--- src/rtl/pix_window_pkg.sv ---
package pix_window_pkg;

  // colour filter tag carried with each forwarded sample
  typedef enum logic [1:0] {
    CLR_GREEN_ODD  = 2'd0,
    CLR_BLUE       = 2'd1,
    CLR_RED        = 2'd2,
    CLR_GREEN_EVEN = 2'd3
  } pix_color_e;

endpackage

--- src/rtl/pix_window_coord.sv ---
module pix_window_coord #(
  parameter int ROW_W = 10,
  parameter int COL_W = 10
) (
  input  logic             clk,
  input  logic             rst_n,
  input  logic             fv,
  input  logic             rv,
  output logic             frame_start,
  output logic             pix_ok,
  output logic [ROW_W-1:0] row_cur,
  output logic [COL_W-1:0] col_cur
);

  localparam logic [ROW_W-1:0] ROW_ONE = {{(ROW_W-1){1'b0}}, 1'b1};
  localparam logic [COL_W-1:0] COL_ONE = {{(COL_W-1){1'b0}}, 1'b1};
  localparam logic [ROW_W-1:0] ROW_MAX = '1;
  localparam logic [COL_W-1:0] COL_MAX = '1;

  logic             fv_q, rv_q;
  logic [ROW_W-1:0] row_q, row_d;
  logic [COL_W-1:0] col_q, col_d;
  logic             line_start, row_en, col_en;

  always_comb begin
    frame_start = fv & ~fv_q;
    pix_ok      = fv & rv;
    line_start  = pix_ok & ~rv_q;

    row_d = row_q;
    if (frame_start) begin
      row_d = rv ? ROW_ONE : '0;
    end else if (line_start && (row_q != ROW_MAX)) begin
      row_d = row_q + ROW_ONE;
    end

    col_d = col_q;
    if (line_start) begin
      col_d = COL_ONE;
    end else if (pix_ok && (col_q != COL_MAX)) begin
      col_d = col_q + COL_ONE;
    end

    row_en  = frame_start | line_start;
    col_en  = pix_ok;
    row_cur = row_d;
    col_cur = col_d;
  end

  always_ff @(posedge clk or negedge rst_n) begin
    if (!rst_n) begin
      fv_q  <= 1'b0;
      rv_q  <= 1'b0;
      row_q <= '0;
      col_q <= '0;
    end else begin
      fv_q <= fv;
      rv_q <= pix_ok;
      if (row_en) row_q <= row_d;
      if (col_en) col_q <= col_d;
    end
  end

endmodule

--- src/rtl/pix_window_match.sv ---
module pix_window_match #(
  parameter int ROW_W = 10,
  parameter int COL_W = 10
) (
  input  logic             clk,
  input  logic             rst_n,
  input  logic             load,
  input  logic [ROW_W-1:0] cfg_row_first,
  input  logic [ROW_W-1:0] cfg_row_last,
  input  logic [COL_W-1:0] cfg_col_first,
  input  logic [COL_W-1:0] cfg_col_last,
  input  logic [ROW_W-1:0] row,
  input  logic [COL_W-1:0] col,
  output logic             hit,
  output logic             col_end
);

  logic [ROW_W-1:0] r_lo_q, r_hi_q;
  logic [COL_W-1:0] c_lo_q, c_hi_q;

  always_ff @(posedge clk or negedge rst_n) begin
    if (!rst_n) begin
      r_lo_q <= '0;
      r_hi_q <= '0;
      c_lo_q <= '0;
      c_hi_q <= '0;
    end else if (load) begin
      r_lo_q <= cfg_row_first;
      r_hi_q <= cfg_row_last;
      c_lo_q <= cfg_col_first;
      c_hi_q <= cfg_col_last;
    end
  end

  always_comb begin
    hit     = (row >= r_lo_q) && (row <= r_hi_q) &&
              (col >= c_lo_q) && (col <= c_hi_q);
    col_end = (col == c_hi_q);
  end

endmodule

--- src/rtl/pix_window_color.sv ---
module pix_window_color
  import pix_window_pkg::*;
(
  input  logic       row_odd,
  input  logic       col_odd,
  output pix_color_e color
);

  always_comb begin
    if (row_odd) color = col_odd ? CLR_GREEN_ODD : CLR_BLUE;
    else         color = col_odd ? CLR_RED       : CLR_GREEN_EVEN;
  end

endmodule

--- src/rtl/pix_window_rx.sv ---
module pix_window_rx
  import pix_window_pkg::*;
#(
  parameter int DATA_W = 8,
  parameter int ROW_W  = 10,
  parameter int COL_W  = 10
) (
  input  logic              clk,
  input  logic              rst_n,
  input  logic              fv_in,
  input  logic              rv_in,
  input  logic [DATA_W-1:0] data_in,
  input  logic [ROW_W-1:0]  cfg_row_first,
  input  logic [ROW_W-1:0]  cfg_row_last,
  input  logic [COL_W-1:0]  cfg_col_first,
  input  logic [COL_W-1:0]  cfg_col_last,
  output logic              out_valid,
  output logic [DATA_W-1:0] out_data,
  output logic [1:0]        out_color,
  output logic              out_sof,
  output logic              out_eol
);

  // reset: asserted asynchronously, released on a clock edge
  logic [1:0] rst_sync_q;
  logic       rst_n_i;

  always_ff @(posedge clk or negedge rst_n) begin
    if (!rst_n) rst_sync_q <= 2'b00;
    else        rst_sync_q <= {rst_sync_q[0], 1'b1};
  end
  assign rst_n_i = rst_sync_q[1];

  // coordinate tracking on the raw input
  logic             frame_start, pix_ok;
  logic [ROW_W-1:0] row_cur;
  logic [COL_W-1:0] col_cur;

  pix_window_coord #(.ROW_W(ROW_W), .COL_W(COL_W)) u_coord (
    .clk         (clk),
    .rst_n       (rst_n_i),
    .fv          (fv_in),
    .rv          (rv_in),
    .frame_start (frame_start),
    .pix_ok      (pix_ok),
    .row_cur     (row_cur),
    .col_cur     (col_cur)
  );

  // capture stage
  logic              s1_vld_q;
  logic [DATA_W-1:0] s1_data_q;
  logic [ROW_W-1:0]  s1_row_q;
  logic [COL_W-1:0]  s1_col_q;

  always_ff @(posedge clk or negedge rst_n_i) begin
    if (!rst_n_i) begin
      s1_vld_q  <= 1'b0;
      s1_data_q <= '0;
      s1_row_q  <= '0;
      s1_col_q  <= '0;
    end else begin
      s1_vld_q <= pix_ok;
      if (pix_ok) begin
        s1_data_q <= data_in;
        s1_row_q  <= row_cur;
        s1_col_q  <= col_cur;
      end
    end
  end

  // window decision with latched bounds
  logic hit, col_end;

  pix_window_match #(.ROW_W(ROW_W), .COL_W(COL_W)) u_match (
    .clk           (clk),
    .rst_n         (rst_n_i),
    .load          (frame_start),
    .cfg_row_first (cfg_row_first),
    .cfg_row_last  (cfg_row_last),
    .cfg_col_first (cfg_col_first),
    .cfg_col_last  (cfg_col_last),
    .row           (s1_row_q),
    .col           (s1_col_q),
    .hit           (hit),
    .col_end       (col_end)
  );

  pix_color_e s1_color;

  pix_window_color u_color (
    .row_odd (s1_row_q[0]),
    .col_odd (s1_col_q[0]),
    .color   (s1_color)
  );

  // output stage: next-state
  logic emit, sof_pend_q, sof_pend_d;
  logic vld_d, sof_d, eol_d;

  always_comb begin
    emit  = s1_vld_q & hit;
    vld_d = emit;
    sof_d = emit & sof_pend_q;
    // pixel ends its row if it hits the right bound or no sample follows it
    eol_d = emit & (col_end | ~pix_ok);

    sof_pend_d = sof_pend_q;
    if (frame_start) sof_pend_d = 1'b1;
    else if (emit)   sof_pend_d = 1'b0;
  end

  // output stage: registers
  always_ff @(posedge clk or negedge rst_n_i) begin
    if (!rst_n_i) begin
      sof_pend_q <= 1'b0;
      out_valid  <= 1'b0;
      out_sof    <= 1'b0;
      out_eol    <= 1'b0;
      out_data   <= '0;
      out_color  <= 2'd0;
    end else begin
      sof_pend_q <= sof_pend_d;
      out_valid  <= vld_d;
      out_sof    <= sof_d;
      out_eol    <= eol_d;
      if (emit) begin
        out_data  <= s1_data_q;
        out_color <= s1_color;
      end
    end
  end

endmodule

--- config.mk ---
export PLATFORM = sky130hd
export DESIGN_NAME = pix_window_rx
export DESIGN_NICKNAME = d
export VERILOG_FILES = /design/src/rtl/pix_window_pkg.sv /design/src/rtl/pix_window_coord.sv /design/src/rtl/pix_window_match.sv /design/src/rtl/pix_window_color.sv /design/src/rtl/pix_window_rx.sv
export SDC_FILE = /design/constraint.sdc
export NUM_CORES = 1
export LEC_CHECK = 0
export CAP_MARGIN = 20
export CELL_PAD_IN_SITES_DETAIL_PLACEMENT = 0
export CELL_PAD_IN_SITES_GLOBAL_PLACEMENT = 2
export CORE_ASPECT_RATIO = 1.1
export CORE_UTILIZATION = 29
export CTS_BUF_LIST = sky130_fd_sc_hd__clkbuf_4
export CTS_CLUSTER_SIZE = 14
export DETAILED_ROUTE_END_ITERATION = 6
export GPL_TIMING_DRIVEN = 0
export PLACE_DENSITY = 0.68
export SKIP_CTS_REPAIR_TIMING = 1
export SYNTH_ARGS = -nofsm -noshare
export SYNTH_HDL_FRONTEND = slang
export SYNTH_SLANG_ARGS = --single-unit
--- constraint.sdc ---
create_clock -name clk -period 2.7 [get_ports clk]
set_input_delay 0.27 -clock clk [delete_from_list [all_inputs] [get_ports clk]]
set_output_delay 0.27 -clock clk [all_outputs]
set_load 0.02 [all_outputs]
**Word level (Yosys, flattened, before mapping)**

Index checks and enable logic that the tools add are counted.

- Bits of input ports: 52
- Flip-flop bits (word level): 96
- Word-level logic and storage cells: 55
- Output and inout bits: 13

- Bitwise operators: 11
- Magnitude comparators: 4
- $add $sub $neg: 2
- Reduce and logical (&&, ||, !) cells: 8
- Eq/ne operators: 3
- Muxes and demuxes: 10

Operators with widths:

| cell | number |
|---|---|
| 10-bit 2-to-1 mux | 4 |
| 10-bit by 1-bit adder with 10-bit output (second input constant) | 2 |
| 10-bit greater-or-equal comparator | 2 |
| 10-bit <= comparator | 2 |
| 10-bit inequality test (second input constant) | 2 |
| 10-bit == test | 1 |
| 1-bit bitwise AND | 6 |
| 1-bit logical AND | 5 |
| 1-bit 2-to-1 mux | 5 |
| 2-bit nonzero test | 2 |
| 1-bit NOT | 3 |
| 2-bit 2-to-1 mux | 1 |
| 1-bit bitwise OR | 2 |
| 2-bit AND reduction | 1 |

**Longest topological paths before layout**

Gate-level depths: netlist (run 1).

- Word-level depth: 7
- Depth in mapped cells: 9
- Depth with buffers taken out: 8

**Hierarchy**

Synthesis (run 1) repeated with hierarchy kept, for this count alone.

- Cell total of the unflattened synthesis: 499
- Area total of the unflattened synthesis: 5,342.6 sq um

By module, submodules not included:

| module | times used | area an instance (sq um) | sequential area each (sq um) | cells an instance |
|---|---|---|---|---|
| pix_window_match | 1 | 2,378.5 | 1,001.0 | 255 |
| pix_window_rx | 1 | 1,662.8 | 1,126.1 | 94 |
| pix_window_coord | 1 | 1,293.7 | 550.5 | 148 |
| pix_window_color | 1 | 7.5 | 0.0 | 2 |

**Least setup slack after synthesis (run 1)**

OpenSTA, ideal clock, no wires.

- Kind: register -> register
- Start: reg u_coord.col_q[8] (netlist name)
- End: reg out_color[1]
- Cell stages (with the launch flop): 9
- Path slack: 508 ps
- Required time: 2,575 ps
- Clock period less this slack: 2,192 ps
- Arrival: 2,066 ps
- Buffers on the path: 1
- Setup time: 125 ps
- Cells stage by stage: dfrtp_1 ha_1 and3_1 a221o_1 a21oi_2 a2bb2oi_2 nor4_4 buf_8 mux2_4

RTL lines:

| element | line | text |
|---|---|---|
| to (signal assigned) | pix_window_rx.sv:129 | `out_color <= s1_color;` |
| to (decl) | pix_window_rx.sv:19 | `output logic [1:0] out_color,` |

==> results of run 1 <==
per-stage QoR:
stage,util,std cells
6_report,0.369,763
4_1_cts,0.367,760
5_1_grt,0.369,763
3_3_place_gp,0.356,743
3_5_place_dp,0.358,744
2_1_floorplan,-,479
how the worst max path moves through the flow:
stage	endpoint	from
CTS	out_color[1]	u_coord.col_q[4]
finish	out_color[1]	u_coord.col_q[5]
detailed placement	u_match.c_hi_q[5]	fv_in
global route	out_color[1]	u_coord.col_q[5]
floorplan	out_color[1]	u_coord.col_q[8]
global placement	u_match.c_hi_q[6]	fv_in
final cells by class:
class | instances | area (µm²) | share of cell area
flip-flops and latches | 96 | 2410 | 0.411
multi-input cells | 318 | 2100 | 0.359
repair buffers | 68 | 693 | 0.118
well taps | 200 | 250 | 0.0428
inverters | 48 | 180 | 0.0308
clock inverters | 7 | 78.8 | 0.0135
plain buffers | 17 | 76.3 | 0.0130
clock buffers | 9 | 67.6 | 0.0115
critical path: stages, from the launching register on:
cell and delay, ps:
dfrtp_1 510, ha_1 360, and4_1 210, nand3_1 80, nor2_1 200, a21oi_1 130, nor4_4 280, buf_4 200
buf_8 160, mux2_4 300
layer usage:
metal | global-route usage | up-vias
met5 | 0 | -
met4 | 0.0622 | 0
met3 | 0.0231 | 14
met2 | 0.249 | 56
met1 | 0.214 | 1674
li1 | - | 1781
cells by family after synthesis:
kind of cell	share of synthesized area
buffers and inverters	0.0539
DFF	0.505
AOI/OAI and AO/OA	0.136
xor gates and xnor gates	0.0166
adders and majority gates	0.110
other	0.000788
and+or+nand+nor	0.137
muxes	0.0400
state kept, by name, indices dropped and copies added, names as in the netlist, 8 cells and up:
register and flops:
out_data 8, s1_data_q 8, s1_row_q 10, u_coord.col_q 10, u_coord.row_q 10, u_match.c_hi_q 10
u_match.c_lo_q 10, u_match.r_hi_q 10, u_match.r_lo_q 10
placed cells by master (no fill, tap or decap), types with 2 or more instances in the layout:
cell type / instances
dfrtp_1: 94
nand2_1: 87
clkdlybuf4s50_1: 64
o21ai_0: 52
inv_1: 48
ha_1: 42
nor2_1: 20
a21oi_1: 19
clkbuf_1: 14
nand3_1: 13
o31ai_1: 11
clkbuf_4: 9
mux2_2: 8
xnor2_1: 8
nand4_1: 6
a21o_1: 6
mux2_4: 6
nand2b_1: 4
and3_1: 3
a31oi_1: 3
nor3_1: 3
nor2b_1: 2
and4_1: 2
inv_6: 2
clkinvlp_4: 2
buf_4: 2
power breakdown:
part / total, mW / internal, mW / leakage [nW] / switching, mW
Clock: 0.844 / 0.294 / 0.0749 / 0.550
Sequential: 1.64 / 1.56 / 1.23 / 0.0756
Combinational: 0.507 / 0.227 / 1.43 / 0.280
Total: 2.99 / 2.08 / 2.74 / 0.906
==> summary.md, run 1 <==
| Metric | Value |
|---|---|
| Outcome | `complete, no violations` |
| Largest net degree at the start of global routing | `58` |
| Vias in the first global route | `3666` |
| Share of post-route cells with drive strength above 1 | `0.0817` |
| Worst reg-to-reg setup slack | `160 ps` |
| Initial core utilization | `0.300` |
| CTS Sinks | `96` |
| DR WL/cell | `15.9 µm` |
| Final Setup Violations | `0` |
| WHS Endpoint | `s1_data_q[1]` |
| Die X | `between 100 and 150 µm` |
| # Max-Cap Violations | `0` |
| Total power draw | `between 2 and 3 mW` |
| Worst hold slack | `295 ps` |
| RSZ-0062 raised after global routing | `false` |
| Antenna violations before repair | `0` |
| CP Capture Type | `flip-flop` |
| Reg clk slew, reported paths | `170 ps` |
| Setup ws final | `about 160 ps` |
| Detailed-route wire length | `about 12000 µm` |
| Final Hold Viols | `0` |
| Synth Instances | `479` |
| WS Path Type | `flip-flop to flip-flop` |
| Die H | `between 100 and 150 µm` |
| Detailed router's first-iteration violation count | `180` |
| Max Slew Vio Count | `0` |
| Worst Path Required | `3070 ps` |
| Synth Net Count | `between 500 and 600` |
| Via density | `4.62` |
| Area leader, netlist | `dfrtp_1` |
| Primary FF master, synth | `dfrtp_1` |
| Vias | `3525` |
| Post-synthesis cell area | `4760 µm²` |
| Synthesized flop and latch total | `96` |
| Worst-skew pair later-pin latency | `about 470 ps` |
| R2r startpoint | `u_coord.col_q[5]` |
| GPL Wtd Cong | `0.788` |
| M1 WL | `5800 µm` |
| Met2 wire length | `5690 µm` |
| Overall Global Routing Usage | `0.157` |
| Pre-CTS setup slack | `-29.1 ps` |
| Synth cell types | `47` |
| ANT nets after route | `0` |
| Async set or reset register ratio after synthesis | `1.00` |
| Worst r2r path cells | `9` |
| Root buffer cell | `clkbuf_4` |
| HP Start | `data_in[1]` |
| GR Overflow Total | `0` |
| Number of flops mapped to enable cells by yosys | `0` |
| Average size of a mapped cell | `between 9 and 10 µm²` |
| Fin area | `just under 6000 µm²` |
| DRC errors left | `0` |
| Static leakage | `2.74 nW` |
| Depth of the CTS H-tree | `3` |
| Most frequent cells after synthesis | `96 x dfrtp_1, 87 x nand2_1, 52 x o21ai_0` |
| Top-area cell type share of the netlist area | `0.505` |
| HP Class | `primary input to flip-flop` |
| Worst Max-Slew Pin Slew | `915 ps` |
| Fmax | `394 MHz` |
| Max layer used | `met4` |
| Fillers | `1649` |
| Startpoint types | `flip-flop` |
| Clk_skew | `19.6 ps` |
| Cts bufs inserted | `9` |
| # IOs | `65` |
| Number of buffers added on ports | `64` |
| Most frequent cell after synthesis | `dfrtp_1` |
| First-pass GRT wire length | `19800 µm` |
| Hold path depth | `3` |
| Final HPWL DP | `8910 µm` |
| First-pass DRT Iterations | `4` |
| Routed met3 length | `roughly 440 µm` |
| Period utilisation layout | `0.939` |
| Core box area | `~16000 µm²` |
| TritonCTS clock tree | `yes` |
| Synth-to-layout area growth | `23.0%` |
| Synth top area cells | `dfrtp_1 50%, ha_1 11%, nand2_1 6.9%` |
| Tmin final | `around 2500 ps` |
| Layout net count | `652` |
| Placed cell area | `5680 µm²` |
| Reg-to-reg endpoint | `out_color[1]` |
| Peak supply drop | `approximately 0.17 mV` |
| Worst Path Max Fanout | `10` |
| Pwr dens | `between 500 and 600 nW/µm²` |
| Final setup TNS | `0 ps` |
| Slew margin rel. | `0.390` |
| FP Rows | `48` |
| Post-synthesis sequential area ratio | `0.505` |
| CP arrival | `2900 ps` |
| Yosys warning total | `0` |
| Clock Tree Buf Depth | `2` |
| Antenna fix cells | `0` |
| Die Area | `approximately 17000 µm²` |
(Power assumes the default switching activity.)
==> run 2: changes to the inputs <==
--- a/config.mk
+++ b/config.mk
@@ -9,11 +9,11 @@
 export CELL_PAD_IN_SITES_DETAIL_PLACEMENT = 0
 export CELL_PAD_IN_SITES_GLOBAL_PLACEMENT = 2
 export CORE_ASPECT_RATIO = 1.1
+export CORE_MARGIN = 5
 export CORE_UTILIZATION = 29
 export CTS_BUF_LIST = sky130_fd_sc_hd__clkbuf_4
 export CTS_CLUSTER_SIZE = 14
 export DETAILED_ROUTE_END_ITERATION = 6
-export GPL_TIMING_DRIVEN = 0
 export PLACE_DENSITY = 0.68
 export SKIP_CTS_REPAIR_TIMING = 1
 export SYNTH_ARGS = -nofsm -noshare
==> summary.md, run 2 (synthesis results as in run 1) <==
| Metric | Value |
|---|---|
| Outcome | `complete, no violations` |
| HP Start | `data_in[2]` |
| CP delay by family, top | `simple AND/OR/NAND/NOR gates` |
| Final setup TNS | `0 ps (unchanged)` |
| Initial core utilization | `0.293 (-0.00723)` |
| Vias | `3443 (-2.3%)` |
| CTS Sinks | `96 (unchanged)` |
| Reg-to-reg endpoint | `out_data[0]` |
| Cts bufs inserted | `9 (unchanged)` |
| GR Overflow Total | `0 (unchanged)` |
| Pwr dens | `501 nW/µm² (-1.8%)` |
| Static leakage | `2.75 nW (+0.37%)` |
| TritonCTS clock tree | `yes` |
| DR WL/cell | `14.7 µm (-7.5%)` |
| R2r startpoint | `u_coord.col_q[5]` |
| Fmax | `418 MHz (+6.0%)` |
| Startpoint types | `flip-flop` |
| Detailed router's first-iteration violation count | `136 (-24%)` |
| Overall Global Routing Usage | `0.122 (-0.0355)` |
| Worst-skew pair later-pin latency | `490 ps (+20 ps)` |
| Detailed-route wire length | `11100 µm (-8.4%)` |
| Slew margin rel. | `0.624 (+0.234)` |
| Peak supply drop | `0.254 mV (+51%)` |
| ANT nets after route | `0 (unchanged)` |
| Core box area | `16200 µm² (+2.5%)` |
| Clk_skew | `26.3 ps (+6.68 ps)` |
| Share of post-route cells with drive strength above 1 | `0.0906 (+0.00887)` |
| Antenna violations before repair | `0 (unchanged)` |
| Final Setup Violations | `0 (unchanged)` |
| Fin util | `0.360 (-0.00943)` |
| Vias in the first global route | `3688 (+0.60%)` |
| Tmin final | `2390 ps (-144 ps)` |
| Total power draw | `2.93 mW (-2.0%)` |
| Clock Tree Buf Depth | `2 (unchanged)` |
| RSZ-0062 raised after global routing | `false` |
| Crit path launch | `u_coord.col_q[5]` |
| Depth of the CTS H-tree | `3 (unchanged)` |
| Slowest cell on crit path | `dfrtp_1` |
| First-pass DRT Iterations | `4 (unchanged)` |
| Via density | `4.55 (-1.4%)` |
| Die H | `144 µm (+5.9%)` |
| Final HPWL DP | `8500 µm (-4.6%)` |
| DRC errors left | `0 (unchanged)` |
| Layout net count | `641 (-1.7%)` |
| CP Capture Type | `flip-flop` |
| HP Class | `primary input to flip-flop` |
| Placed Instances | `739 (-0.67%)` |
| Worst reg-to-reg setup slack | `310 ps (+140 ps)` |
| Final Hold Viols | `0 (unchanged)` |
| Crit path buffers/inverters | `1 (-1)` |
| CP max stage delay | `510 ps (about the same)` |
| Number of buffers added on ports | `64 (unchanged)` |
| Antenna fix cells | `0 (unchanged)` |
| Largest net degree at the start of global routing | `49 (-16%)` |
| # Max-Cap Violations | `0 (unchanged)` |
| WS Path Type | `flip-flop to flip-flop` |
| Layout Cells excl Fill | `756 (-0.92%)` |
| Worst r2r path cells | `8 (-1)` |
| GPL Wtd Cong | `0.750 (-4.9%)` |
| Max Slew Vio Count | `0 (unchanged)` |
| Worst Path Required | `3090 ps (+20 ps)` |
| Critical-path cell list | `ha_1 -> and4_1 -> nand3_1 -> nor2_1 -> a21oi_1 -> nor4_4 -> buf_4 -> mux2_2` |
| Reg clk slew, reported paths | `170 ps (about the same)` |
| First-pass GRT wire length | `18500 µm (-6.3%)` |
| Worst Path Max Fanout | `14 (+4)` |
| Die X | `132 µm (+6.4%)` |
| CP arrival | `2780 ps (-120 ps)` |
| FP Rows | `49 (+2.1%)` |
| Die Area | `19100 µm² (+13%)` |
| WHS Endpoint | `s1_data_q[2]` |
| Synth-to-layout area growth | `22.8%` |
| Worst Max-Slew Pin Slew | `564 ps (-352 ps)` |
| Most common cell after layout, fill and taps aside | `dfrtp_1` |
| Root buffer cell | `clkbuf_4` |
| Period utilisation layout | `0.886 (-0.0534)` |
| # IOs | `65 (unchanged)` |
| Hold path depth | `3 (unchanged)` |
| Most frequent cells in the layout | `95 x dfrtp_1, 87 x nand2_1, 64 x clkdlybuf4s50_1` |
[run 2: tightest hold or removal path, stage by stage]
cell	delay [ps]
clkdlybuf4s50_1	390
nand2_1	50
nand2_1	40
[run 2: routing by layer]
layer,track usage,wire (µm),vias up
li1,-,-,1756
met1,0.152,5130,1623
met2,0.207,5470,50
met3,0.0244,343,14
met4,0.0498,181,0
met5,0,0,-
[run 2: layout make-up]
type                    instances  area (µm²)
fillers                      1639       10400
flip-flops and latches         96        2410
multi-input cells             318        2110
repair buffers                 74         756
well taps                     204         255
inverters                      48         180
clock inverters                 7        72.6
clock buffers                   9        67.6
[run 2: worst max path at each step]
stage                     slack (ps)  depth (start not counted)            to
after CTS                        270                          8   out_data[0]
after global routing             110                          8  out_color[0]
after global placement           310                          8   out_data[2]
after floorplan                  510                          8  out_color[1]
after detailed placement         290                          8   out_data[1]
final                            310                          8   out_data[0]
[run 2: power breakdown]
group	total, mW	switching, mW	internal [mW]
combinational	0.500	0.266	0.234
sequential	1.64	0.0771	1.56
clock	0.791	0.571	0.220
[run 2: through the flow]
step / hold WS, ps / worst slack, ps / area (µm²)
4_1_cts: -130 / 270 / 5830
5_1_grt: 269 / 105 / 5840
3_5_place_dp: 343 / 292 / 5690
2_1_floorplan: -25.6 / 508 / 4760
6_report: 287 / 308 / 5840
3_3_place_gp: 339 / 308 / 5690
==> run 3: changes to the inputs <==
--- a/config.mk
+++ b/config.mk
@@ -10,11 +10,11 @@
 export CELL_PAD_IN_SITES_GLOBAL_PLACEMENT = 2
 export CORE_ASPECT_RATIO = 1.1
 export CORE_MARGIN = 5
-export CORE_UTILIZATION = 29
+export CORE_UTILIZATION = 33
 export CTS_BUF_LIST = sky130_fd_sc_hd__clkbuf_4
 export CTS_CLUSTER_SIZE = 14
 export DETAILED_ROUTE_END_ITERATION = 6
-export PLACE_DENSITY = 0.68
+export PLACE_DENSITY = 0.76
 export SKIP_CTS_REPAIR_TIMING = 1
 export SYNTH_ARGS = -nofsm -noshare
 export SYNTH_HDL_FRONTEND = slang
==> summary.md, run 3 (synthesis results as in run 1) <==
| Metric | Value |
|---|---|
| R2r startpoint | `s1_row_q[9]` |
| Layout net count | `642 (+0.16%)` |
| Met3 usage | `0.0267 (+0.00236)` |
| First-pass DRT Iterations | `4 (unchanged)` |
| Depth of the CTS H-tree | `3 (unchanged)` |
| Most frequent cells in the layout | `95 x dfrtp_1, 87 x nand2_1, 64 x clkdlybuf4s50_1` |
| Worst Path Required | `3080 ps (about the same)` |
| First-pass GRT wire length | `18100 µm (-2.2%)` |
| Worst r2r path cells | `8 (unchanged)` |
| Setup ws final | `307 ps (-1.82 ps)` |
| GR Overflow Total | `0 (unchanged)` |
| Crit path launch | `s1_row_q[9]` |
| Core box area | `14300 µm² (-12%)` |
| Pre-CTS setup slack | `267 ps (-25.4 ps)` |
| Detailed router's first-iteration violation count | `142 (+4.4%)` |
| Share of post-route cells with drive strength above 1 | `0.0922 (+0.00164)` |
| Period utilisation layout | `0.886 (about the same)` |
| Pwr dens | `493 nW/µm² (-1.7%)` |
| Root buffer cell | `clkbuf_4` |
| Antenna fix cells | `0 (unchanged)` |
| Met2 Use GR | `0.218 (+0.0109)` |
| Met1 usage | `0.170 (+0.0182)` |
| Placed Instances | `728 (-1.5%)` |
| Max Slew Vio Count | `0 (unchanged)` |
| RSZ-0062 raised after global routing | `false` |
| Fmax | `418 MHz (about the same)` |
| Vias in the first global route | `3600 (-2.4%)` |
| Final Setup Violations | `0 (unchanged)` |
| Worst-skew pair later-pin latency | `470 ps (-20 ps)` |
| Startpoint types | `flip-flop` |
| Cts bufs inserted | `9 (unchanged)` |
| # Max-Cap Violations | `0 (unchanged)` |
| Worst Max-Slew Pin Slew | `542 ps (-22.0 ps)` |
| Synth-to-layout area growth | `22.3%` |
| Static leakage | `2.74 nW (-0.20%)` |
| ANT nets after route | `0 (unchanged)` |
| Grt peak-use layer | `met2` |
| Clk_skew | `16.8 ps (-9.53 ps)` |
| Critical-path cell list | `ha_1 -> a21oi_1 -> o21ai_0 -> nand2b_1 -> o211a_1 -> nor4_4 -> buf_4 -> mux2_2` |
| Die H | `136 µm (-5.8%)` |
| Peak supply drop | `0.221 mV (-13%)` |
| Detailed-route wire length | `10900 µm (-2.1%)` |
| CP arrival | `2770 ps (about the same)` |
| CP Capture Type | `flip-flop` |
| Worst Path Max Fanout | `14 (unchanged)` |
| Die X | `124 µm (-5.8%)` |
| Slew margin rel. | `0.637 (+0.0125)` |
| Layout Cells excl Fill | `745 (-1.5%)` |
| DRC errors left | `0 (unchanged)` |
| CP max stage delay | `440 ps (-70 ps)` |
| Reg clk slew, reported paths | `160 ps (about the same)` |
| CTS Sinks | `96 (unchanged)` |
| FP Rows | `46 (-6.1%)` |
| Vias | `3476 (+0.96%)` |
| Outcome | `complete, no violations` |
| Clock Tree Buf Depth | `2 (unchanged)` |
| Largest net degree at the start of global routing | `69 (+41%)` |
| TritonCTS clock tree | `yes` |
| WS Path Type | `flip-flop to flip-flop` |
| Final HPWL DP | `8170 µm (-3.9%)` |
| # IOs | `65 (unchanged)` |
| Final Hold Viols | `0 (unchanged)` |
| Number of buffers added on ports | `64 (unchanged)` |
| DR WL/cell | `14.6 µm (-0.69%)` |
| Slowest cell on crit path | `dfrtp_1` |
| GPL Wtd Cong | `0.785 (+4.7%)` |
| Final setup TNS | `0 ps (unchanged)` |
| Antenna violations before repair | `0 (unchanged)` |
| Overall Global Routing Usage | `0.134 (+0.0127)` |
| Die Area | `16900 µm² (-11%)` |
| Via density | `4.67 (+2.4%)` |
| Tmin final | `2390 ps (+1.82 ps)` |
| Most common cell after layout, fill and taps aside | `dfrtp_1` |
| Initial core utilization | `0.333 (+0.0405)` |
| HP Class | `flip-flop to asynchronous set/reset pin` |
-- run 3: layout make-up --
type	count	area, µm²
clock buffers	9	67.6
clock inverters	7	55.1
fillers	1471	8460
inverters	48	180
multi-input cells	318	2110
flip-flops and latches	96	2410
well taps	192	240
repair buffers	75	763
-- run 3: per-stage QoR --
step,instance area [µm²],power (mW),util,hold WS [ps]
2_1_floorplan,4760,1.96,-,-25.6
3_3_place_gp,5690,2.17,0.398,254
3_5_place_dp,5690,2.19,0.398,260
4_1_cts,5810,2.93,0.407,-118
5_1_grt,5820,3.06,0.408,270
6_report,5820,2.87,0.408,257
-- run 3: layer usage --
metal | share of wire | vias up
met2 | 0.47 | 59
met3 | 0.028 | 24
met1 | 0.47 | 1626
li1 | - | 1767
met4 | 0.034 | 0
met5 | 0 | -
-- run 3: critical path: cells and delay by family (launching register included) --
family / cells / cell delay [ps]
AOI/OAI and AO/OA: 3 / 440
and+or+nand+nor: 2 / 450
DFF: 1 / 440
adders and majority gates: 1 / 340
muxes: 1 / 360
buffers and inverters: 1 / 270
-- run 3: power breakdown --
| group | switching (mW) | internal, mW |
|---|---|---|
| clock network | 0.524 | 0.199 |
| registers | 0.0742 | 1.56 |
| logic | 0.274 | 0.235 |
-- run 3: worst paths after layout --
kind | endpoint | slack, ps
worst max-delay path | out_data[1] | 310
worst min-delay path | s1_data_q[6] | 260
worst max register to register | out_data[1] | 310
worst min register to register | s1_data_q[6] | 260
max in group asynchronous | u_match.c_lo_q[3] | 1730
min in group clk | s1_data_q[1] | 300
